`src/rtl/sem_pkg.sv`:
```
package sem_pkg;
  typedef enum logic {
    SEM_FREE = 1'b0,
    SEM_HELD = 1'b1
  } sem_state_e;
endpackage

```
`src/rtl/sem_prio_pick.sv`:
```
module sem_prio_pick #(
  parameter int NUM_AGENTS = 3,
  parameter int IDX_W      = 2
) (
  input  logic [NUM_AGENTS-1:0] req_i,
  output logic [NUM_AGENTS-1:0] grant_o,
  output logic [IDX_W-1:0]      idx_o,
  output logic                  any_o
);
  // Scan from the top index down so that the lowest requester is assigned last and wins.
  always_comb begin
    grant_o = '0;
    idx_o   = '0;
    for (int i = NUM_AGENTS - 1; i >= 0; i--) begin
      if (req_i[i]) begin
        grant_o    = '0;
        grant_o[i] = 1'b1;
        idx_o      = IDX_W'(i);
      end
    end
  end

  assign any_o = |req_i;
endmodule

```
`src/rtl/sem_release_dec.sv`:
```
module sem_release_dec #(
  parameter int NUM_AGENTS = 3,
  parameter int DATA_W     = 32,
  parameter int IDX_W      = 2
) (
  input  logic [NUM_AGENTS-1:0]        wr_en_i,
  input  logic [NUM_AGENTS*DATA_W-1:0] wr_data_i,
  input  logic [IDX_W-1:0]             owner_i,
  input  logic                         held_i,
  output logic                         release_o
);
  logic sel_en, sel_bit;

  // Only the owner's strobe and bit 0 of the owner's data are examined.
  always_comb begin
    sel_en  = 1'b0;
    sel_bit = 1'b0;
    for (int i = 0; i < NUM_AGENTS; i++) begin
      if (owner_i == IDX_W'(i)) begin
        sel_en  = wr_en_i[i];
        sel_bit = wr_data_i[i*DATA_W];
      end
    end
  end

  assign release_o = held_i & sel_en & sel_bit;

  // The other data bits do not affect the result.
  logic unused_data;
  assign unused_data = ^wr_data_i;
endmodule

```
`src/rtl/sem_owner_reg.sv`:
```
module sem_owner_reg #(
  parameter int IDX_W = 2
) (
  input  logic                  clk_i,
  input  logic                  rst_ni,
  input  logic                  acquire_i,
  input  logic [IDX_W-1:0]      acq_idx_i,
  input  logic                  release_i,
  output sem_pkg::sem_state_e   state_o,
  output logic [IDX_W-1:0]      owner_o
);
  import sem_pkg::*;

  always_ff @(posedge clk_i or negedge rst_ni) begin
    if (!rst_ni) begin
      state_o <= SEM_FREE;
      owner_o <= '0;
    end else if (release_i) begin
      state_o <= SEM_FREE;
      owner_o <= '0;
    end else if (acquire_i && state_o == SEM_FREE) begin
      state_o <= SEM_HELD;
      owner_o <= acq_idx_i;
    end
  end

  assert_release_frees_R5: assert property (@(posedge clk_i) disable iff (!rst_ni)
    release_i |=> state_o == SEM_FREE);
  assert_owner_kept_R6: assert property (@(posedge clk_i) disable iff (!rst_ni)
    (state_o == SEM_HELD && !release_i) |=> (state_o == SEM_HELD && $stable(owner_o)));
  assert_free_idle_R9: assert property (@(posedge clk_i) disable iff (!rst_ni)
    (state_o == SEM_FREE && !acquire_i) |=> state_o == SEM_FREE);
endmodule

```
`src/rtl/steer_sem.sv`:
```
module steer_sem #(
  parameter int NUM_AGENTS = 3,
  parameter int DATA_W     = 32
) (
  input  logic                         clk_i,
  input  logic                         rst_ni,
  input  logic [NUM_AGENTS-1:0]        rd_en_i,
  input  logic [NUM_AGENTS-1:0]        wr_en_i,
  input  logic [NUM_AGENTS*DATA_W-1:0] wr_data_i,
  output logic [NUM_AGENTS*DATA_W-1:0] rd_data_o
);
  import sem_pkg::*;

  localparam int IDX_W = (NUM_AGENTS > 1) ? $clog2(NUM_AGENTS) : 1;

  sem_state_e              state_q;
  logic [IDX_W-1:0]        owner_q;
  logic [NUM_AGENTS-1:0]   req, grant, rd_bit;
  logic [IDX_W-1:0]        grant_idx;
  logic                    grant_any, release_w;

  // Reads compete only while the semaphore is free.
  assign req = rd_en_i & {NUM_AGENTS{state_q == SEM_FREE}};

  sem_prio_pick #(.NUM_AGENTS(NUM_AGENTS), .IDX_W(IDX_W)) u_pick (
    .req_i   (req),
    .grant_o (grant),
    .idx_o   (grant_idx),
    .any_o   (grant_any)
  );

  sem_release_dec #(.NUM_AGENTS(NUM_AGENTS), .DATA_W(DATA_W), .IDX_W(IDX_W)) u_rel (
    .wr_en_i   (wr_en_i),
    .wr_data_i (wr_data_i),
    .owner_i   (owner_q),
    .held_i    (state_q == SEM_HELD),
    .release_o (release_w)
  );

  sem_owner_reg #(.IDX_W(IDX_W)) u_reg (
    .clk_i     (clk_i),
    .rst_ni    (rst_ni),
    .acquire_i (grant_any),
    .acq_idx_i (grant_idx),
    .release_i (release_w),
    .state_o   (state_q),
    .owner_o   (owner_q)
  );

  for (genvar a = 0; a < NUM_AGENTS; a++) begin : g_port
    assign rd_data_o[a*DATA_W +: DATA_W] = {{(DATA_W-1){1'b0}}, grant[a]};
    assign rd_bit[a] = rd_data_o[a*DATA_W];

    assert_grant_needs_read_R2: assert property (@(posedge clk_i) disable iff (!rst_ni)
      rd_bit[a] |-> rd_en_i[a]);
    assert_upper_zero_R8: assert property (@(posedge clk_i) disable iff (!rst_ni)
      rd_data_o[a*DATA_W+1 +: DATA_W-1] == '0);
    if (a > 0) begin : g_prio
      assert_lowest_wins_R4: assert property (@(posedge clk_i) disable iff (!rst_ni)
        rd_bit[a] |-> (rd_en_i[a-1:0] == '0));
    end
  end

  assert_single_winner_R10: assert property (@(posedge clk_i) disable iff (!rst_ni)
    $onehot0(rd_bit));
  assert_held_reads_zero_R3: assert property (@(posedge clk_i) disable iff (!rst_ni)
    state_q == SEM_HELD |-> rd_bit == '0);
  assert_grant_takes_R2: assert property (@(posedge clk_i) disable iff (!rst_ni)
    (|rd_bit) |=> state_q == SEM_HELD);
  assert_free_read_wins_R1: assert property (@(posedge clk_i) disable iff (!rst_ni)
    (state_q == SEM_FREE && |rd_en_i) |-> (|rd_bit));
endmodule

```
`config.mk`:
```
export PLATFORM = sky130hd
export DESIGN_NAME = steer_sem
export DESIGN_NICKNAME = d
export VERILOG_FILES = /design/src/rtl/sem_pkg.sv /design/src/rtl/sem_prio_pick.sv /design/src/rtl/sem_release_dec.sv /design/src/rtl/sem_owner_reg.sv /design/src/rtl/steer_sem.sv
export SDC_FILE = /design/constraint.sdc
export NUM_CORES = 1
export LEC_CHECK = 0
export ABC_CLOCK_PERIOD_IN_PS = 1260
export BUFFER_PORTS_ARGS = -buffer_cell sky130_fd_sc_hd__buf_2
export CAP_MARGIN = 10
export CORE_AREA = 2 2 78 80
export DETAILED_ROUTE_END_ITERATION = 10
export DIE_AREA = 0 0 80 82
export GPL_TIMING_DRIVEN = 0
export PLACE_DENSITY = 0.67
export SLEW_MARGIN = 20
export SYNTH_ARGS = -nofsm -noshare
export SYNTH_HDL_FRONTEND = slang
export SYNTH_HIERARCHICAL = 1
export SYNTH_SLANG_ARGS = --single-unit
export TNS_END_PERCENT = 1
```
`constraint.sdc`:
```
create_clock -name clk_i -period 1.26 [get_ports clk_i]
set_input_delay 0.126 -clock clk_i [delete_from_list [all_inputs] [get_ports clk_i]]
set_output_delay 0.126 -clock clk_i [all_outputs]
set_load 0.01 [all_outputs]
```
Word level (Yosys, flattened, before mapping). Cells that the tools add are included.

$add $sub $neg: 0. $mul: 0. Divide/modulo/power cells: 0. Magnitude comparators: 0. Equality and inequality tests: 2. Shifts and indexed selects: 0. Multiplexer cells: 16. Bitwise gates (word level): 4. Reductions and logical operators: 4.

Operator list (number): $mux 2 (5); $mux 3 (3); $mux 1 (8); $and 3x3->3 (1); $reduce_or 3->1 (1); $and 1x1->1 (2); $eq 2x1->1 const B (1); $eq 2x2->1 const B (1); $logic_not 2->1 (1); $reduce_bool 2->1 (1); $logic_and 1x1->1 (1); $not 1->1 (1).

Register bits: 3. Latch bits: 0. RAM bits: 0. ROM bits: 0. Input bits: 104. Output and inout port bits: 96. Memories: 0.

Longest topological paths before layout. Gate-level depths: netlist of the first run.

Word-level depth: 7. Depth in mapped cells: 5. Gate-level depth less buffers: 4.

Modules after synthesis. The synthesis of the first run kept the hierarchy.

Modules (own cells, without submodules): steer_sem (times used 1, cells an instance 97, area each 720.7 um^2); sem_owner_reg (times used 1, cells an instance 12, area each 138.9 um^2); sem_release_dec (times used 1, cells an instance 5, area each 57.6 um^2); sem_prio_pick (times used 1, cells an instance 6, area each 42.5 um^2).

Worst setup path after synthesis of the first run. OpenSTA, ideal clock, no wires.

Path type: flip-flop to flip-flop. Start: register u_reg.state_o. End: register u_reg.owner_o[1]. Library setup time: 76 ps. Data arrival time: 1268 ps. Required time: 1184 ps. Path slack: -84 ps. Cell stages (with the launch flop): 6. Path through: dfrtp_1 > nor2b_1 > nor3b_1 > buf_4 > nand4bb_1 > o21ai_1.

Cells in the longest elaborated chain, start to end: 7.

Ends and longest elaborated chain: start: declaration (line sem_owner_reg.sv:9) `output sem_pkg::sem_state_e state_o,`; start signal: assignment (line sem_owner_reg.sv:16) `state_o <= SEM_FREE;`; start signal: assignment (line sem_owner_reg.sv:19) `state_o <= SEM_FREE;`; start signal: assignment (line sem_owner_reg.sv:22) `state_o <= SEM_HELD;`; $not 1->1 (line steer_sem.sv:23) `assign req = rd_en_i & {NUM_AGENTS{state_q == SEM_FREE}};`; $and 3x3->3 (line steer_sem.sv:23); via req[2] (line steer_sem.sv:18) `logic [NUM_AGENTS-1:0] req, grant, rd_bit;`; $mux 2 (3 in series) (line sem_prio_pick.sv:15) `if (req_i[i]) begin`; via grant_idx[1] (line steer_sem.sv:19) `logic [IDX_W-1:0] grant_idx;`; $mux 2 (line sem_owner_reg.sv:21) `end else if (acquire_i && state_o == SEM_FREE) begin`; $mux 2 (line sem_owner_reg.sv:18) `end else if (release_i) begin`; end signal: assignment (line sem_owner_reg.sv:23) `owner_o <= acq_idx_i;`; end: declaration (line sem_owner_reg.sv:10) `output logic [IDX_W-1:0] owner_o`.

The timed path passes the listed nets, and every way through them passes these cells. The select of a mux whose other input is x is not followed. A chain may end at the register's enable or synchronous reset.

Final worst setup path of the first run.
Start: register u_reg.state_o. End: output port rd_data_o[0].

RTL lines: $not 1->1 (line steer_sem.sv:23); $and 3x3->3 (line steer_sem.sv:23); via req[0] (line steer_sem.sv:18); $mux 3 (line sem_prio_pick.sv:15); end: declaration (line steer_sem.sv:10) `output logic [NUM_AGENTS*DATA_W-1:0] rd_data_o`.

The timed path passes the listed nets, and every way through them passes these cells.

==> results.txt, run 1 <==
Tightest Hold Check Type - in2async
# setup viols final - 5
FILL cells - 629
PD cells - 851 mW/mm^2
Initial DRC count - 5
Fmax - 0.770 GHz
Failing checks - negative setup slack
Largest fanout on the critical path - 7
Final HPWL DP - 1530 um
Num rows - 28
Total Wirelength - 1740 um
Root Driver - clkbuf_8
Critical path cell sequence - nor2b_2 > buf_4 > buf_2
Clock skew - 0.000983 ns
Mean Syn Cell Area - 8.00 sq um
Port Buffers - 13
Worst r2r dst - u_reg/owner_o[1]$_DFFE_PN0P_
Synth Area in XOR/XNOR - 0%
Final Critical Period - 1.30 ns
Final worst-path cycle share - 103%
Hold Slack - 0.251 ns
Post-Syn Area - 960 sq um
Synth warn - 6
Final GP Congestion - 0.682
Mux contribution to synthesized area - 0%
Slew Limit Fails - 0
I/O pin total - 200
Area fraction of the dominant cell type after synthesis - 75.1%
ANT nets after route - 0
GR Util All Layers - 4.57%
Cells after DPL - 300
Post-synthesis simple-gate area fraction - 11.7%
Yosys top cell by area - buf_4
Clock Latency Late Sink - 0.22 ns
Main combinational cell family by area after synthesis - buffers and inverters
Hold Fails Final Rpt - 0
Design area - 0.00160 sq mm
Unrepaired setup endpoints after global routing - yes
Top cells by area, synth - buf_4, dfrtp_1, nor2b_1
First-pass GRT wire length - 2350 um
Register area - 76.3 sq um
DIE WIDTH - 80 um
Critical Path Sink Type - primary output
H-Tree Depth - 1
Most used routing layer - met2
Worst path slowest cell - dfrtp_2
Seq cells post-synth - 3
Worst vdd ir - 0.372 mV
DRC - 0
Die ar. - 0.00656 sq mm
Nets - 338
Finished Core Util - 27.8%
DP Worst Slack - -0.134 ns
GR met2 Demand/Resource - 8.92%
Antenna violations before repair - 0
Share of cells above drive strength 1 - 55.8%
Critical path type - reg2out
DR vias - 738
Register area share after synthesis - 7.82%
Crit path largest cell delay - 0.46 ns
Max-cap violations - 0
Post-DP Area - 0.00148 sq mm
R2R Setup Slk - -0.03 ns
Post-Layout Cell Count - 308
Worst-path clk slew - 0.03 ns
Compound-Gate Fraction of Synth Area - 4.56%
Area grow syn2layout - 66.2%
Largest net degree at the start of global routing - 9
Met1 Use GR - 4.18%
ANT cells - 0
CTS tree - done
Clock sink total - 3
Met3 Track Usage GR - 1.10%
Reg2Reg Launch Point - u_reg/state_o$_DFFE_PN0P_
Crit path DAT - 1.17 ns
Syn Inst Count - 120
Worst Path Required - 1.13 ns
Status - finished with violations
LEAKAGE - 1.03 nW
Multi-input gate area - 558 sq um
Synth Area in Adders - 0%
Fin worst setup slack - -0.0379 ns
Synth cell types - 17
Reg2Reg Depth - 4
Starting density of the core - 16.7%
Startpoint Class - flop
DR pass1 iterations - 2
DR WL/cell - 5.65 um
Total CTS buffers - 3
Core area - 0.00575 sq mm
Number of global-route vias before repair - 573
Vias per cell - 2.40
Die height - 82 um
CTS max path bufs - 2
Gr ovfl total - 0
==> worst max path at each step <==
stage	depth (start not counted)	from	to	slack, ns
3_3_place_gp	4	u_reg/state_o$_DFFE_PN0P_	u_reg/owner_o[0]$_DFFE_PN0P_	-0.10
3_5_place_dp	4	u_reg/state_o$_DFFE_PN0P_	u_reg/owner_o[1]$_DFFE_PN0P_	-0.13
4_1_cts	4	u_reg/state_o$_DFFE_PN0P_	u_reg/owner_o[1]$_DFFE_PN0P_	-0.07
6_report	3	u_reg/state_o$_DFFE_PN0P_	rd_data_o[0]	-0.04
2_1_floorplan	5	u_reg/state_o$_DFFE_PN0P_	u_reg/owner_o[0]$_DFFE_PN0P_	-0.003
5_1_grt	3	u_reg/state_o$_DFFE_PN0P_	rd_data_o[0]	-0.12
==> through the flow <==
stage	total power, mW	setup TNS (ns)
after floorplan	0.820	-0.00275
after global placement	0.897	-0.200
after detailed placement	0.903	-0.232
after CTS	1.23	-0.217
after global routing	1.47	-0.548
final	1.36	-0.126
==> placed cells by master, fill, tap and decap left out, types with 2 or more instances in the layout <==
cell type	n
buf_4	99
dfrtp_1	2
conb_1	93
buf_2	13
nor2b_2	4
clkbuf_8	3
o21ai_1	2
nand4bb_1	2
==> kinds of logic after synthesis <==
group,after synthesis
buffers and inverters,97
and+or+nand+nor,14
AOI/OAI and AO/OA,5
DFF,3
other,1
==> metal layers <==
layer	routed length [um]	share of wire, %	up-vias
li1	-	-	411
met1	515	30	276
met2	1010	58	49
met3	203	12	2
met4	11	0.63	0
met5	0	0	-
==> flip-flops by register name (all words and copies together) (netlist names) <==
signal	cells
u_reg/owner_o	2
u_reg/state_o	1
==> synth_stat cells, drive strengths merged <==
cell type,number
dfrtp,3
nand3b,1
nor2,2
nand4bb,2
conb,1
or3,1
inv,1
nand2b,2
a2111oi,1
a21boi,1
nor2b,5
a211oi,1
o21ai,2
buf,96
nor3b,1
==> report_power, final <==
part | total, mW | switching (mW) | internal (mW)
Sequential | 0.210 | 0.0707 | 0.140
Combinational | 0.866 | 0.366 | 0.500
Clock | 0.280 | 0.0642 | 0.216
Total | 1.36 | 0.501 | 0.856
==> area by class of cell <==
class / count / area share (%)
Tap cell: 75 / 5.88
Inverter: 1 / 0.235
Sequential cell: 3 / 4.78
Timing Repair Buffer: 17 / 6.12
Multi-Input combinational cell: 112 / 35.0
Clock buffer: 4 / 2.82
Buffer: 96 / 45.2
==> critical path: cells and delay by family, from the launching register on <==
kind | cells | cell delay (ns)
simple gates | 1 | 0.24
buf+inv | 2 | 0.25
flops | 1 | 0.46
==> timing repair <==
item | in CTS | in global routing
buffers inserted | 0 | 3
hold buffers | 1 | 0
pin swaps | 2 | 3
setup endpoints to repair | 6 | 6
endpoints found under the hold margin | 3 | 0
resized for setup | 5 | 6
Power figures use the tool's default switching activity.
==> run 2, diff against run 1 <==
--- a/config.mk
+++ b/config.mk
@@ -5,14 +5,15 @@
 export SDC_FILE = /design/constraint.sdc
 export NUM_CORES = 1
 export LEC_CHECK = 0
-export ABC_CLOCK_PERIOD_IN_PS = 1260
+export ABC_CLOCK_PERIOD_IN_PS = 1600
 export BUFFER_PORTS_ARGS = -buffer_cell sky130_fd_sc_hd__buf_2
 export CAP_MARGIN = 10
-export CORE_AREA = 2 2 78 80
+export CORE_AREA = 2 2 77 79
+export CTS_BUF_LIST = sky130_fd_sc_hd__clkbuf_4
 export DETAILED_ROUTE_END_ITERATION = 10
-export DIE_AREA = 0 0 80 82
+export DIE_AREA = 0 0 79 81
 export GPL_TIMING_DRIVEN = 0
-export PLACE_DENSITY = 0.67
+export PLACE_DENSITY = 0.66
 export SLEW_MARGIN = 20
 export SYNTH_ARGS = -nofsm -noshare
 export SYNTH_HDL_FRONTEND = slang
==> constraint.sdc (replaced) <==
create_clock -name clk_i -period 1.6 [get_ports clk_i]
set_input_delay 0.16 -clock clk_i [delete_from_list [all_inputs] [get_ports clk_i]]
set_output_delay 0.16 -clock clk_i [all_outputs]
set_load 0.01 [all_outputs]
==> results.txt, run 2 (synthesis results as in run 1) <==
Max-cap violations - 0
Final GP Congestion - 0.637
Tightest Hold Check Type - in2async
Slew Limit Fails - 0
Gr ovfl total - 0
Design area - 0.00150 sq mm
Die ar. - 0.00640 sq mm
Largest fanout on the critical path - 5
Final Critical Period - 1.45 ns
DR vias - 706
Fin worst setup slack - 0.146 ns
Max reg flops - 2
Total CTS buffers - 3
H-Tree Depth - 1
PD cells - 558 mW/mm^2
Status - complete, no violations
Port Buffers - 13
Nets - 335
Most common cell after layout, fill and taps aside - buf_4
Top sig layer - met4
Critical path type - reg2reg
Worst-path clk slew - 0.04 ns
Starting density of the core - 16.9%
Area grow syn2layout - 56.7%
GR Util All Layers - 3.78%
Hold Fails Final Rpt - 0
Share of cells above drive strength 1 - 51.3%
Die height - 81 um
Clock sink total - 3
Post_cts resized - 0
Critical path cell sequence - nand3b_4 > a2111oi_2 > nand4bb_1 > o21ai_1
Final HPWL DP - 1480 um
Core area - 0.00568 sq mm
Num rows - 28
Total Wirelength - 1540 um
Worst path slowest cell - a2111oi_2
DR WL/cell - 5.05 um
Most frequent cells in the layout - buf_4, conb_1, buf_2, nor2b_1, clkbuf_4
LEAKAGE - 0.999 nW
Setup TNS - 0 ns
Crit path DAT - 1.56 ns
Startpoint Class - flop
DIE WIDTH - 79 um
Post-Layout Cell Count - 305
Fmax - 0.688 GHz
WL met3 - 221 um
# setup viols final - 0
Critical Path Sink Type - flop
Number of global-route vias before repair - 499
DP Worst Slack - 0.163 ns
Unrepaired setup endpoints after global routing - no
Reg2Reg Depth - 4
CTS tree - done
Vias per cell - 2.31
Cells after DPL - 300
First-pass GRT wire length - 1890 um
DRC - 0
Clock Latency Late Sink - 0.23 ns
ANT cells - 0
Biggest regs - u_reg/owner_o (2), u_reg/state_o (1)
Worst setup startpoint - u_reg/owner_o[0]$_DFFE_PN0P_
Antenna violations before repair - 0
Clock skew - 0.00322 ns
Worst Path Required - 1.71 ns
CTS max path bufs - 2
Reg2Reg Launch Point - u_reg/owner_o[0]$_DFFE_PN0P_
ANT nets after route - 0
Met1 WL - 472 um
Final worst-path cycle share - 90.9%
Root Driver - clkbuf_4
DR pass1 iterations - 4
Met2 wire len - 836 um
Worst vdd ir - 0.260 mV
Post-DP Area - 0.00146 sq mm
Initial DRC count - 8
Largest net degree at the start of global routing - 9
I/O pin total - 200
Crit path largest cell delay - 0.50 ns
Biggest register - u_reg/owner_o
-- run 2: changes by cell type in the layout (fill, tap and decap cells not counted), moves of 3 or more --
| cell | change |
|---|---|
| clkbuf_8 | -3 |
| clkbuf_4 | +4 |
| nor2b_1 | +4 |
| buf_4 | -3 |
| nor2b_2 | -3 |
-- run 2: worst max-delay path: cells and delay by family, from the launching register on --
| family | cells | cell delay, ns |
|---|---|---|
| AOI/OAI and AO/OA | 2 | 0.58 |
| DFF | 1 | 0.39 |
| and+or+nand+nor | 2 | 0.36 |
-- run 2: worst paths after layout --
kind                                           endpoint  slack [ns]
min reg2reg                u_reg/owner_o[1]$_DFFE_PN0P_        0.58
max                        u_reg/owner_o[0]$_DFFE_PN0P_        0.15
min in group clk_i            u_reg/state_o$_DFFE_PN0P_        0.32
max in group asynchronous  u_reg/owner_o[0]$_DFFE_PN0P_        1.23
min                           u_reg/state_o$_DFFE_PN0P_        0.26
max reg2reg                u_reg/owner_o[0]$_DFFE_PN0P_        0.15
-- run 2: where the power goes --
part	leakage, nW	switching, mW	total [mW]	internal, mW
clock	0.0184	0.0389	0.149	0.110
combinational	0.942	0.238	0.538	0.300
sequential	0.0384	0.0448	0.152	0.107
-- run 2: repair_timing --
item	4_1_cts	5_1_grt
setup buffers	0	0
hold buffers	1	0
endpoints found under the hold margin	3	0
-- run 2: metal layers --
| metal | up-vias | global-route usage [%] |
|---|---|---|
| li1 | 404 | - |
| met1 | 247 | 3.33 |
| met2 | 53 | 7.20 |
| met3 | 2 | 1.33 |
| met4 | 0 | 2.59 |
| met5 | - | 0 |
-- run 2: per-stage QoR --
step	util, %	power (mW)	hold slack (ns)
2_1_floorplan	-	0.615	-0.136
3_3_place_gp	25.8	0.675	-0.0445
3_5_place_dp	25.8	0.679	-0.0415
4_1_cts	26.5	0.838	0.257
5_1_grt	26.5	0.920	0.268
6_report	26.5	0.840	0.263
-- run 2: area by class of cell --
class	count	area, sq um
plain buffers	96	721
clock buffers	4	30.0
fillers	628	4170
inverters	1	3.75
multi-input cells	112	505
flip-flops and latches	3	75.1
well taps	75	93.8
repair buffers	14	75.1
==> run 3, diff against run 2 <==
--- a/config.mk
+++ b/config.mk
@@ -5,15 +5,15 @@
 export SDC_FILE = /design/constraint.sdc
 export NUM_CORES = 1
 export LEC_CHECK = 0
-export ABC_CLOCK_PERIOD_IN_PS = 1600
+export ABC_CLOCK_PERIOD_IN_PS = 1300
 export BUFFER_PORTS_ARGS = -buffer_cell sky130_fd_sc_hd__buf_2
 export CAP_MARGIN = 10
-export CORE_AREA = 2 2 77 79
+export CORE_AREA = 2 2 78 80
 export CTS_BUF_LIST = sky130_fd_sc_hd__clkbuf_4
 export DETAILED_ROUTE_END_ITERATION = 10
-export DIE_AREA = 0 0 79 81
+export DIE_AREA = 0 0 80 82
 export GPL_TIMING_DRIVEN = 0
-export PLACE_DENSITY = 0.66
+export PLACE_DENSITY = 0.67
 export SLEW_MARGIN = 20
 export SYNTH_ARGS = -nofsm -noshare
 export SYNTH_HDL_FRONTEND = slang
==> constraint.sdc (replaced) <==
create_clock -name clk_i -period 1.3 [get_ports clk_i]
set_input_delay 0.13 -clock clk_i [delete_from_list [all_inputs] [get_ports clk_i]]
set_output_delay 0.13 -clock clk_i [all_outputs]
set_load 0.01 [all_outputs]
==> results.txt, run 3 (synthesis results as in run 1) <==
PD cells - 729 mW/mm^2
Antenna violations before repair - 0
Worst vdd ir - 0.325 mV
Largest fanout on the critical path - 7
Die height - 82 um
Max-cap violations - 0
H-Tree Depth - 1
Core area - 0.00575 sq mm
Reg2Reg Depth - 4
Port Buffers - 13
Crit path DAT - 1.18 ns
Slew Limit Fails - 0
Clock Latency Late Sink - 0.23 ns
DR pass1 iterations - 3
Hold Slack - 0.235 ns
I/O pin total - 200
Share of cells above drive strength 1 - 54.1%
ANT cells - 0
Unrepaired setup endpoints after global routing - yes
Critical path's most frequent cell - nor2b_2
Switch share - 38.8%
Hold Fails Final Rpt - 0
Clock sink total - 3
Critical Path Sink Type - primary output
Critical path cell sequence - nor2b_2 > nor2b_2 > buf_2
Final Critical Period - 1.31 ns
Fin worst setup slack - -0.0131 ns
Combinational group share of total power - 65.9%
Area grow syn2layout - 60.8%
ANT nets after route - 0
DRC - 0
Startpoint Class - flop
Total Wirelength - 1660 um
Critical path depth - 3
Clock power share - 16.5%
First-pass GRT wire length - 2320 um
Final worst-path cycle share - 101%
Worst path slowest cell - dfrtp_2
Clock skew - 0.00243 ns
Met1 Use GR - 4.05%
LEAKAGE - 1.01 nW
Largest net degree at the start of global routing - 9
Worst Path Required - 1.17 ns
Critical path buffers and inverters - 1
Fmax - 0.762 GHz
Failing checks - negative setup slack
Met3 Track Usage GR - 1.10%
Initial DRC count - 8
GR met2 Demand/Resource - 8.92%
Final GP Congestion - 0.682
DR WL/cell - 5.42 um
Critical path type - reg2out
Vias per cell - 2.37
Nets - 336
R2R Setup Slk - -0.01 ns
Finished Core Util - 26.9%
Gr ovfl total - 0
CTS max path bufs - 2
Most used routing layer - met2
DIE WIDTH - 80 um
Num rows - 28
Internal - 0.687 mW
FILL cells - 629
Register area - 76.3 sq um
Tightest Hold Check Type - in2async
Most frequent cells in the layout - buf_4, conb_1, buf_2, nor2b_2, clkbuf_4
DR vias - 724
Crit path largest cell delay - 0.44 ns
Starting density of the core - 16.7%
Multi-input gate area - 536 sq um
Worst-path clk slew - 0.04 ns
GR Util All Layers - 4.53%
Total CTS buffers - 3
Biggest regs - u_reg/owner_o (2), u_reg/state_o (1)
CP top delay family - flip-flops
Switching power - 0.437 mW
Number of global-route vias before repair - 572
Register share of total power - 17.6%
Final HPWL DP - 1530 um
Status - finished with violations
Root Driver - clkbuf_4
CTS tree - done
Die ar. - 0.00656 sq mm
Max reg flops - 2
Biggest register - u_reg/owner_o
Most common cell after layout, fill and taps aside - buf_4
# setup viols final - 3
[run 3: cell types whose count changed in the layout (fill, tap and decap cells not counted)]
cell | before | now
a211oi_1 | 1 | 0
nor2b_1 | 4 | 1
dfrtp_2 | 0 | 1
a2111oi_4 | 0 | 1
a211oi_2 | 0 | 1
nor2b_2 | 1 | 4
a2111oi_2 | 1 | 0
nor3b_1 | 1 | 0
buf_4 | 96 | 97
nor3b_2 | 0 | 1
dfrtp_1 | 3 | 2
[run 3: timing repair]
action	4_1_cts	5_1_grt
pin swaps	1	1
endpoints found under the setup margin	5	6
endpoints found under the hold margin	3	0
hold buffers	1	0
setup buffers	0	1
resized for setup	4	1
[run 3: path summary, 6_finish.rpt]
kind / from / endpoint
worst min-delay path: rst_ni / u_reg/owner_o[0]$_DFFE_PN0P_
min in group clk_i: wr_en_i[2] / u_reg/state_o$_DFFE_PN0P_
worst min register to register: u_reg/owner_o[0]$_DFFE_PN0P_ / u_reg/owner_o[0]$_DFFE_PN0P_
worst max register to register: u_reg/owner_o[0]$_DFFE_PN0P_ / u_reg/owner_o[1]$_DFFE_PN0P_
max in group asynchronous: rst_ni / u_reg/state_o$_DFFE_PN0P_
worst max-delay path: u_reg/state_o$_DFFE_PN0P_ / rd_data_o[32]
[run 3: stage by stage]
stage | std cells | cell area (sq um) | total power [mW] | setup WS (ns) | setup TNS, ns
after detailed placement | 300 | 1480 | 0.875 | -0.0937 | -0.152
after CTS | 305 | 1530 | 1.09 | -0.0415 | -0.128
after global placement | 300 | 1480 | 0.869 | -0.0610 | -0.120
after floorplan | 212 | 1320 | 0.794 | 0.0372 | 0
after global routing | 306 | 1540 | 1.23 | -0.105 | -0.427
final | 306 | 1540 | 1.12 | -0.0131 | -0.0333
[run 3: worst reg2reg max path: cells and delay by family, from the launching register on]
kind	cells	cell delay (ns)
AO/OA/AOI/OAI	2	0.44
flip-flops	1	0.40
AND/OR/NAND/NOR	2	0.34
[run 3: metal layers]
metal / part of all wire (%) / up-vias
met1: 30 / 265
met4: 0.66 / 0
met2: 56 / 49
met3: 12 / 2
li1: - / 408
met5: 0 / -
[run 3: power groups by stage]
stage | sequential [mW] | clock [mW] | combinational (mW)
after detailed placement | 0.193 | 0 | 0.683
after global placement | 0.192 | 0 | 0.678
after CTS | 0.200 | 0.198 | 0.693
after floorplan | 0.178 | 0 | 0.617
final | 0.198 | 0.185 | 0.741
after global routing | 0.207 | 0.209 | 0.816
[run 3: final cells by class]
cell class | instances | share of cell area (%)
timing repair buffer | 15 | 5.35
tap | 75 | 6.08
sequential | 3 | 4.95
clock buffer | 4 | 1.95
inverter | 1 | 0.243
multi-input combinational | 112 | 34.7
buffer | 96 | 46.7
